[config.mk]
export PLATFORM = sky130hd
export DESIGN_NAME = pdseq_top
export DESIGN_NICKNAME = d
export VERILOG_FILES = /design/src/rtl/pdseq_pkg.sv /design/src/rtl/pdseq_cmd.sv /design/src/rtl/pdseq_timer.sv /design/src/rtl/pdseq_engine.sv /design/src/rtl/pdseq_top.sv
export SDC_FILE = /design/constraint.sdc
export NUM_CORES = 1
export LEC_CHECK = 0
export ABC_CLOCK_PERIOD_IN_PS = 14400
export BUFFER_PORTS_ARGS = -buffer_cell sky130_fd_sc_hd__buf_2
export CAP_MARGIN = 20
export CORE_ASPECT_RATIO = 1.2
export CORE_MARGIN = 5
export CORE_UTILIZATION = 40
export CTS_BUF_LIST = sky130_fd_sc_hd__clkbuf_16
export DETAILED_ROUTE_END_ITERATION = 6
export PLACE_DENSITY_LB_ADDON = 0.08
export SLEW_MARGIN = 20
export SYNTH_ARGS = -nofsm -noshare
export SYNTH_HDL_FRONTEND = slang
export SYNTH_SLANG_ARGS = --single-unit
export TNS_END_PERCENT = 20
[constraint.sdc]
create_clock -name clk -period 14.4 [get_ports clk]
set_clock_uncertainty 0.15 [all_clocks]
set_input_delay 1.44 -clock clk [delete_from_list [all_inputs] [get_ports clk]]
set_output_delay 1.44 -clock clk [all_outputs]
set_load 0.1 [all_outputs]
[src/rtl/pdseq_pkg.sv]
package pdseq_pkg;
  localparam int NSW     = 8;
  localparam int CTL_W   = 17;
  localparam int NSTEP   = 15;
  localparam int STEP_W  = 4;

  localparam logic [4:0] POS_A    = 5'd8;
  localparam logic [4:0] POS_D    = 5'd9;
  localparam logic [4:0] POS_SRAM = 5'd12;
  localparam logic [4:0] POS_PRE  = 5'd13;
  localparam logic [4:0] POS_DDR  = 5'd14;
  localparam logic [4:0] POS_ISO  = 5'd15;
  localparam logic [4:0] POS_RST  = 5'd16;

  localparam logic [CTL_W-1:0] CTL_ON = 17'h170FF;
  localparam logic [STEP_W-1:0] LAST_IDX = STEP_W'(NSTEP - 1);

  typedef enum logic [1:0] {ST_IDLE, ST_ACT, ST_WAIT, ST_POLL} st_t;

  typedef struct packed {
    logic       poll;
    logic [4:0] pos;
    logic       val;
  } step_t;

  function automatic step_t step_of(input logic up, input logic [STEP_W-1:0] idx);
    step_t s;
    s.poll = 1'b0;
    s.pos  = 5'd0;
    s.val  = up;
    if (!up) begin
      case (idx)
        4'd0: s.pos = POS_RST;
        4'd1: begin s.pos = POS_ISO; s.val = 1'b1; end
        4'd2: s.pos = POS_DDR;
        4'd3: s.pos = POS_PRE;
        4'd4: s.pos = POS_SRAM;
        4'd5: begin s.poll = 1'b1; s.pos = POS_D; end
        4'd6: begin s.poll = 1'b1; s.pos = POS_A; end
        default: s.pos = 5'(4'd14 - idx);
      endcase
    end else begin
      case (idx)
        4'd8:  begin s.poll = 1'b1; s.pos = POS_A; end
        4'd9:  begin s.poll = 1'b1; s.pos = POS_D; end
        4'd10: s.pos = POS_SRAM;
        4'd11: s.pos = POS_PRE;
        4'd12: s.pos = POS_DDR;
        4'd13: begin s.pos = POS_ISO; s.val = 1'b0; end
        4'd14: s.pos = POS_RST;
        default: s.pos = 5'(idx);
      endcase
    end
    return s;
  endfunction
endpackage

[src/rtl/pdseq_cmd.sv]
module pdseq_cmd #(
  parameter int          IVL_W   = 16,
  parameter int          DEF_IVL = 800,
  parameter logic [7:0]  KEY     = 8'h27
) (
  input  logic             clk,
  input  logic             rst,
  input  logic             wr_en,
  input  logic [31:0]      wr_data,
  input  logic             busy,
  output logic             req_dn,
  output logic             req_up,
  output logic [IVL_W-1:0] ivl_q
);
  localparam int IVL_LSB = 8;

  logic       key_ok;
  logic [1:0] op;
  logic       take;

  assign key_ok = (wr_data[31:24] == KEY);
  assign op     = wr_data[1:0];
  assign take   = wr_en && key_ok && !busy && !(req_dn || req_up);

  always_ff @(posedge clk) begin
    if (rst) begin
      req_dn <= 1'b0;
      req_up <= 1'b0;
      ivl_q  <= IVL_W'(DEF_IVL);
    end else begin
      req_dn <= take && (op == 2'b01);
      req_up <= take && (op == 2'b10);
      if (take && (op == 2'b11))
        ivl_q <= wr_data[IVL_LSB +: IVL_W];
    end
  end

  // a wrong key raises no request and loads no interval
  a_r2_key_gate: assert property (@(posedge clk) disable iff (rst)
    (wr_en && !key_ok) |=> (!(req_dn || req_up) && $stable(ivl_q)));
endmodule

[src/rtl/pdseq_timer.sv]
module pdseq_timer #(
  parameter int TS_W  = 64,
  parameter int IVL_W = 16
) (
  input  logic             clk,
  input  logic             rst,
  input  logic             capture,
  input  logic [TS_W-1:0]  tick,
  input  logic [IVL_W-1:0] ivl,
  output logic             expired
);
  logic [TS_W-1:0] start_q;
  logic [TS_W-1:0] elapsed;

  always_ff @(posedge clk) begin
    if (rst)          start_q <= '0;
    else if (capture) start_q <= tick;
  end

  // modular difference keeps the wait correct across counter wrap
  assign elapsed = tick - start_q;
  assign expired = elapsed >= {{(TS_W-IVL_W){1'b0}}, ivl};

  // the captured start moves only on a capture
  a_r9_start_hold: assert property (@(posedge clk) disable iff (rst)
    !capture |=> $stable(start_q));
endmodule

[src/rtl/pdseq_engine.sv]
module pdseq_engine
  import pdseq_pkg::*;
(
  input  logic             clk,
  input  logic             rst,
  input  logic             req_dn,
  input  logic             req_up,
  input  logic             expired,
  input  logic             stat_a,
  input  logic             stat_d,
  output logic [CTL_W-1:0] ctl_q,
  output logic             busy,
  output logic             done,
  output logic             capture
);
  st_t               st_q;
  logic              up_q;
  logic [STEP_W-1:0] idx_q;
  step_t             cur;
  logic              stat_hit;
  logic              last;
  logic              advance;

  assign cur      = step_of(up_q, idx_q);
  assign stat_hit = ((cur.pos == POS_A) ? stat_a : stat_d) == cur.val;
  assign last     = (idx_q == LAST_IDX);
  assign capture  = (st_q == ST_ACT) && !cur.poll;
  assign busy     = (st_q != ST_IDLE);
  assign advance  = ((st_q == ST_WAIT) && expired) || ((st_q == ST_POLL) && stat_hit);

  always_ff @(posedge clk) begin
    if (rst) begin
      st_q  <= ST_IDLE;
      up_q  <= 1'b0;
      idx_q <= '0;
      ctl_q <= CTL_ON;
      done  <= 1'b0;
    end else begin
      done <= 1'b0;
      case (st_q)
        ST_IDLE: if (req_dn || req_up) begin
          up_q  <= req_up;
          idx_q <= '0;
          st_q  <= ST_ACT;
        end
        ST_ACT: if (cur.poll) st_q <= ST_POLL;
                else begin
                  ctl_q[cur.pos] <= cur.val;
                  st_q           <= ST_WAIT;
                end
        default: if (advance) begin
          if (last) begin
            st_q <= ST_IDLE;
            done <= 1'b1;
          end else begin
            idx_q <= idx_q + 1'b1;
            st_q  <= ST_ACT;
          end
        end
      endcase
    end
  end

  // a wait does not end before the interval has elapsed
  a_r8_hold_wait: assert property (@(posedge clk) disable iff (rst)
    (st_q == ST_WAIT && !expired) |=> (st_q == ST_WAIT && $stable(ctl_q)));
  // an unmet poll holds every control output
  a_r4_poll_gate: assert property (@(posedge clk) disable iff (rst)
    (st_q == ST_POLL && !stat_hit) |=> (st_q == ST_POLL && $stable(ctl_q)));
  // no request is presented while a sequence runs
  a_r10_no_req_busy: assert property (@(posedge clk) disable iff (rst)
    busy |-> !(req_dn || req_up));
endmodule

[src/rtl/pdseq_top.sv]
module pdseq_top #(
  parameter int         TS_W    = 64,
  parameter int         IVL_W   = 16,
  parameter int         DEF_IVL = 800,
  parameter logic [7:0] KEY     = 8'h27
) (
  input  logic            clk,
  input  logic            rst,
  input  logic [TS_W-1:0] tick,
  input  logic            wr_en,
  input  logic [31:0]     wr_data,
  input  logic            stat_a,
  input  logic            stat_d,
  output logic [7:0]      sw_en,
  output logic            iso_en,
  output logic            rst_rel,
  output logic            ret_sram,
  output logic            ret_sram_pre,
  output logic            ret_ddr,
  output logic            busy,
  output logic            done
);
  import pdseq_pkg::*;

  logic             req_dn, req_up, expired, capture;
  logic [IVL_W-1:0] ivl;
  logic [CTL_W-1:0] ctl;

  pdseq_cmd #(.IVL_W(IVL_W), .DEF_IVL(DEF_IVL), .KEY(KEY)) u_cmd (
    .clk(clk), .rst(rst), .wr_en(wr_en), .wr_data(wr_data), .busy(busy),
    .req_dn(req_dn), .req_up(req_up), .ivl_q(ivl));

  pdseq_timer #(.TS_W(TS_W), .IVL_W(IVL_W)) u_timer (
    .clk(clk), .rst(rst), .capture(capture), .tick(tick), .ivl(ivl),
    .expired(expired));

  pdseq_engine u_eng (
    .clk(clk), .rst(rst), .req_dn(req_dn), .req_up(req_up), .expired(expired),
    .stat_a(stat_a), .stat_d(stat_d), .ctl_q(ctl), .busy(busy), .done(done),
    .capture(capture));

  assign sw_en        = ctl[NSW-1:0];
  assign ret_sram     = ctl[POS_SRAM];
  assign ret_sram_pre = ctl[POS_PRE];
  assign ret_ddr      = ctl[POS_DDR];
  assign iso_en       = ctl[POS_ISO];
  assign rst_rel      = ctl[POS_RST];

  // switch enables move by at most one bit per clock
  a_r5_one_switch: assert property (@(posedge clk) disable iff (rst)
    $countones(sw_en ^ $past(sw_en)) <= 1);
  // any switch off implies the clamp is on
  a_r3_iso_guard: assert property (@(posedge clk) disable iff (rst)
    (sw_en != 8'hFF) |-> iso_en);
  // reset is never released while the clamp is on
  a_r7_rst_after_iso: assert property (@(posedge clk) disable iff (rst)
    rst_rel |-> !iso_en);
  // completion pulse lasts one clock
  a_r11_done_pulse: assert property (@(posedge clk) disable iff (rst)
    done |=> !done);
endmodule

Word level (Yosys, flattened, before mapping)
Cells that the tools add are included.
Widths: inputs -> output; s select.
{ "totals": {"register_bits": 107, "input_bits": 101, "elab_cells": 90} }
{ "classes": {"addsub": 3, "magnitude_cmp": 3, "eq_ne": 24, "n_mux": 21, "bitwise": 3, "reduce_logical": 27} }
{ "ops": {"columns": ["cell", "n"], "rows": [
  ["$pmux 5 s7", 2],
  ["$ge 64x16->1", 1],
  ["$sub 64x64->64", 1],
  ["$eq 4x4->1 const B", 7],
  ["$bwmux 17", 1],
  ["$eq 4x3->1 const B", 3],
  ["$mux 4", 3],
  ["$logic_and 1x1->1", 10],
  ["$mux 1", 9],
  ["$eq 2x2->1 const B", 4],
  ["$eq 4x2->1 const B", 2],
  ["$eq 8x6->1 const B", 1],
  ["$pmux 4 s2", 1],
  ["$mux 7", 1],
  ["$lt 5x6->1 const B", 1],
  ["$reduce_and 2->1", 3],
  ["$demux 1 s5", 1],
  ["$eq 5x4->1 const B", 1],
  ["$ge 5x1->1 const B", 1],
  ["$sub 4x4->5 const A", 1],
  ["$add 4x1->4 const B", 1],
  ["$eq 2x1->1 const B", 2],
  ["$eq 4x1->1 const B", 1],
  ["$logic_not 4->1", 1],
  ["13 further kinds", 22]
]} }

Longest topological paths before layout
{ "logic_depth": {"ltp_word": 11, "ltp_mapped": 22, "mapped_depth_nobuf": 22} }

Hierarchy
Synthesis repeated with hierarchy kept, for this count alone.
{ "unflattened": {"hier_cells": 1297, "hier_area_um2": 9739.3} }
{ "by_module_without_submodules": {"columns": ["module", "n_inst", "cells_per_inst", "area_per_inst_um2", "seq_area_each_um2"], "rows": [
  ["pdseq_timer", 1, 1004, 7234.4, 1281.2],
  ["pdseq_engine", 1, 215, 1695.4, 500.5],
  ["pdseq_cmd", 1, 78, 809.5, 360.3]
]} }

Worst setup path after synthesis
Ideal clock, no wire load.
{ "synth_timing": {"path_type": "input port to flip-flop", "startpoint": "input tick[0]", "endpoint": "register u_eng.idx_q[2]", "t_arrival_ps": 5272, "required_ps": 14134, "setup_slack_ps": 8862, "stages": 22, "path_buffers": 0, "cell_sequence": "inv_1 ha_1 inv_1 fa_1 a211oi_2 o21a_1 o21ai_0 nor2b_1 nor2_1 xnor2_1 ha_1 nand4_1 nor3_1 a222oi_1 nand3_1 nor3_1 nand4_1 a2111oi_2 nand4_1 or4_4 and2_4 a31o_1"} }
{ "synth_between": {"elab_chain_cells": 6} }
{ "synth_rtl": {"columns": ["element", "line_no", "text"], "rows": [
  ["from (decl)", "pdseq_top.sv:9", "input logic [TS_W-1:0] tick,"],
  ["$sub 64x64->64", "pdseq_timer.sv:21", "assign elapsed = tick - start_q;"],
  ["$ge 64x16->1", "pdseq_timer.sv:22", "assign expired = elapsed >= {{(TS_W-IVL_W){1'b0}}, ivl};"],
  ["$logic_and 1x1->1", "pdseq_engine.sv:29", "assign advance = ((st_q == ST_WAIT) && expired) || ((st_q == ST_POLL) && stat_hit);"],
  ["$logic_or 1x1->1", "pdseq_engine.sv:29", null],
  ["$reduce_bool 2->1 (no source line)", null, null],
  ["$reduce_and 4->1 (no source line)", null, null],
  ["to (signal assigned)", "pdseq_engine.sv:56", "idx_q <= idx_q + 1'b1;"],
  ["to (decl)", "pdseq_engine.sv:18", "logic [STEP_W-1:0] idx_q;"]
]} }
No other way between the ends.
A chain may end at the register's enable or synchronous reset.

Worst setup path in the final report
{ "layout_timing": {"startpoint": "input tick[0]", "endpoint": "register u_eng.done"} }
{ "layout_between": {"elab_chain_cells": 6} }
{ "layout_rtl": {"columns": ["element", "line_no", "text"], "rows": [
  ["$sub 64x64->64", "pdseq_timer.sv:21", null],
  ["$ge 64x16->1", "pdseq_timer.sv:22", null],
  ["$logic_and 1x1->1", "pdseq_engine.sv:29", null],
  ["$logic_or 1x1->1", "pdseq_engine.sv:29", null],
  ["$not 1->1 (no source line)", null, null],
  ["$reduce_or 4->1 (no source line)", null, null],
  ["to (signal assigned)", "pdseq_engine.sv:37", "done <= 1'b0;"],
  ["to (signal assigned)", "pdseq_engine.sv:39", "done <= 1'b0;"],
  ["to (signal assigned)", "pdseq_engine.sv:54", "done <= 1'b1;"],
  ["to (decl)", "pdseq_engine.sv:13", "output logic done,"]
]} }
No other way between the ends.

==> flow_summary.toml <==
[timing]
worst_pin_slew_ns = 0.9962
setup_viol = 0
fin_crit_ns = 5.903
finalHoldViolations = 0
layout_worst_path_cycle_share_pct = 40.99
fin_hold_ws_ns = 0.3060
rsz0062_at_grt = "no"
finalMaxSlewViolations = 0
fmax_ghz = 0.1694
max-slew-margin-rel_pct = 33.14
fin_setup_tns_ns = 0

[global_route]
grt_pass1_wl_mm = 47.26
grt.total_usage_pct = 21.73
grt_overflow = 0
grt_use_met1_pct = 29.49
grt_use_met3_pct = 2.516
grt_antenna_before_repair = 0
groute.layer.met2.usage_pct = 37.05
grt_max_degree = 85
busiest_layer = "met2"
grt_pass1_vias = 9088

[floorplanning]
die_y_um = 178
initial_utilization_pct = 40.55
pin_count = 116
core-area_um2 = 23200
dieArea_um2 = 26700
fp.dieW_um = 150
core.rowCount = 61

[min_path]
holdPathStages = 2
hp-class = "register to register"
worstHoldStart = "u_timer.start_q[23]$_SDFFE_PP0P_"

[clock_network]
cts_buffers = 9
path_clk_slew_ns = 0.08
tritoncts = "yes"
clock_tree.buffer_depth = 2
cts.sinks = 103
post-cts-setup-buffers = 0
clk_latency_ns = 0.36
htree_num_levels = 3
cts_hold_buffers = 0
cts_resized = 0
clockRootBuffer = "clkbuf_16"

[detailed_routing]
wl_mm = 29.45
via_count = 9729
first_iter_violations = 590
drt_pre_antenna_iters = 5
vias_per_cell = 5.585
wl_per_cell_um = 16.91
drc = 0
postRouteAntennaNets = 0

[yosys]
muxShareOfSynthArea_pct = 2.886
yosysUniqueCellTypes = 77
synth_cells = 1374
yosys_warnings = 0
synth_edf_count = 0
synthAdderAreaFrac_pct = 11.25
syn_area_per_cell_um2 = 6.847
synthXorXnorAreaFrac_pct = 3.817
yosys.area_share.simple_pct = 26.77
yosysTopAreaCell = "dfxtp_1"
synth_area_leaders = "dfxtp_1 22%, ha_1 11%, nand2_1 11%, a21oi_1 8.7%, nor2_1 4.3%"
synth_top_flop_cell = "dfxtp_1"
ys_ff_latch = 103
synth_top_family_by_area = "simple AND/OR/NAND/NOR gates"
syn_nets = 1559
netlist_area_um2 = 9408
synthArstFlopShare_pct = 0
yosysTopAreaCellShare_pct = 21.92
yosysSeqAreaShare_pct = 21.92
synth_compound_area_share_pct = 25.55

[setup_path]
worstSetupPathType = "input port to register"
crit_path_start = "tick[0]"
cp.required_ns = 14.50
cp_common_cell = "nand4_1"
cpLargestDelayFamily = "simple AND/OR/NAND/NOR gates"
critPathCaptureType = "register"
critPathBufInv = 3
critical_path.max_stage_delay_ns = 0.55
cp.depth = 23
crit_arrival_ns = 6.00
crit_path_max_fanout = 5
cpMaxStageDelayCell = "or4_4"
r2r_cells = 21
path_cells = "buf_2, inv_1, ha_1, inv_1, fa_1, a211oi_2, o21a_1, o21ai_0, nor2b_1, nor2_1, xnor2_1, ha_1, nand4_1, nor3_1, a222oi_1, nand3_1, nor3_1, nand4_1, a2111oi_2, nand4_1, or4_4, and3_1, and3_1"
regToRegStartpoint = "u_timer.start_q[0]$_SDFFE_PP0P_"
startpoint_type = "input port"

[place]
dp_hpwl_mm = 23.45
gp_congestion = 0.9577
port_buffers = 109

[finish]
drive_above_1_share_pct = 11.07
nFillCells = 2531
layout_common_cells = "273 x nand2_1, 164 x a21oi_1, 109 x buf_2, 107 x nor2_1"
area_delta_synth_final_pct = 9.975
final_common_cell = "nand2_1"
diodes = 0
final_net_count = 1607

[power]
power_density_nw_per_um2 = 135.2
total_leakage_power_nw = 3.847
ir_drop_v = 0.00005828

[status]
outcome = "finished, final reports clean"

[job]
cap_violations = 0
## worst min-delay path, delay by kind of cell, from the launching register on
kind            cells  cell delay (ns)
flops               1             0.31
simple gates        1             0.05
compound gates      1             0.05
## power breakdown
part / total [mW] / internal (mW) / switching [mW]
Combinational: 0.800 / 0.269 / 0.530
Sequential: 0.345 / 0.324 / 0.0208
Clock: 0.255 / 0.123 / 0.132
## layout make-up
class | instances | area, µm² | area share (%)
clock inverters | 7 | 76.32 | 0.7377
well taps | 315 | 394.1 | 3.809
clock buffers | 9 | 225.2 | 2.177
repair buffers | 113 | 575.6 | 5.563
multi-input cells | 1091 | 6623 | 64.01
flip-flops and latches | 103 | 2062 | 19.93
inverters | 104 | 390.4 | 3.773
## synthesized netlist by cell type, drive strengths merged, types with 5 or more instances
cell / instances
ha: 83
o221ai: 5
xnor2: 29
a21oi: 170
o211ai: 16
mux2i: 26
and3: 7
clkbuf: 43
o21ai: 74
nand2: 273
xor2: 12
nand4: 40
nor2: 107
nand3: 40
a2111oi: 6
or3: 5
a21boi: 6
a31oi: 13
inv: 103
a21o: 17
nor3: 26
o21bai: 7
nand4b: 6
nand2b: 9
dfxtp: 103
o21a: 10
buf: 33
o31ai: 7
a211oi: 8
nor2b: 7
nor4: 14
## per-layer routing
metal | routed length (µm) | up-vias | part of all wire (%)
met1 | 13500 | 4486 | 46
li1 | - | 4950 | -
met3 | 1445 | 28 | 4.9
met4 | 467 | 0 | 1.6
met5 | 0 | - | 0
met2 | 14030 | 265 | 48
## sequential cells by signal (all words and copies together) (netlist names)
name and flops:
u_cmd.ivl_q 16, u_cmd.req_dn 1, u_cmd.req_up 1, u_eng.ctl_q 13, u_eng.done 1, u_eng.idx_q 4, u_eng.st_q 2, u_eng.up_q 1
u_timer.start_q 64
## logic make-up after synthesis
| group | after synthesis |
|---|---|
| DFF | 103 |
| xor gates and xnor gates | 41 |
| and+or+nand+nor | 558 |
| adders and majority gates | 84 |
| buffers and inverters | 180 |
| AOI/OAI and AO/OA | 381 |
| muxes | 27 |
## final timing paths
check                                     endpoint  slack (ns)
hold reg to reg   u_timer.start_q[23]$_SDFFE_PP0P_        0.31
hold / removal    u_timer.start_q[23]$_SDFFE_PP0P_        0.31
setup reg to reg             u_eng.done$_SDFF_PP0_        9.38
setup / recovery             u_eng.done$_SDFF_PP0_        8.50
## stage by stage
step / utilization, % / total power [mW] / setup WS, ns / cells / cell area (µm²)
global placement: 43.29 / 1.139 / 8.151 / 1726 / 10040
detailed placement: 43.29 / 1.144 / 8.126 / 1726 / 10040
floorplan: - / 0.9436 / 8.862 / 1374 / 9408
global route: 44.59 / 1.515 / 8.202 / 1742 / 10350
CTS: 44.59 / 1.405 / 8.483 / 1742 / 10350
finish: 44.59 / 1.399 / 8.497 / 1742 / 10350
Power figures use the tool's default switching activity.
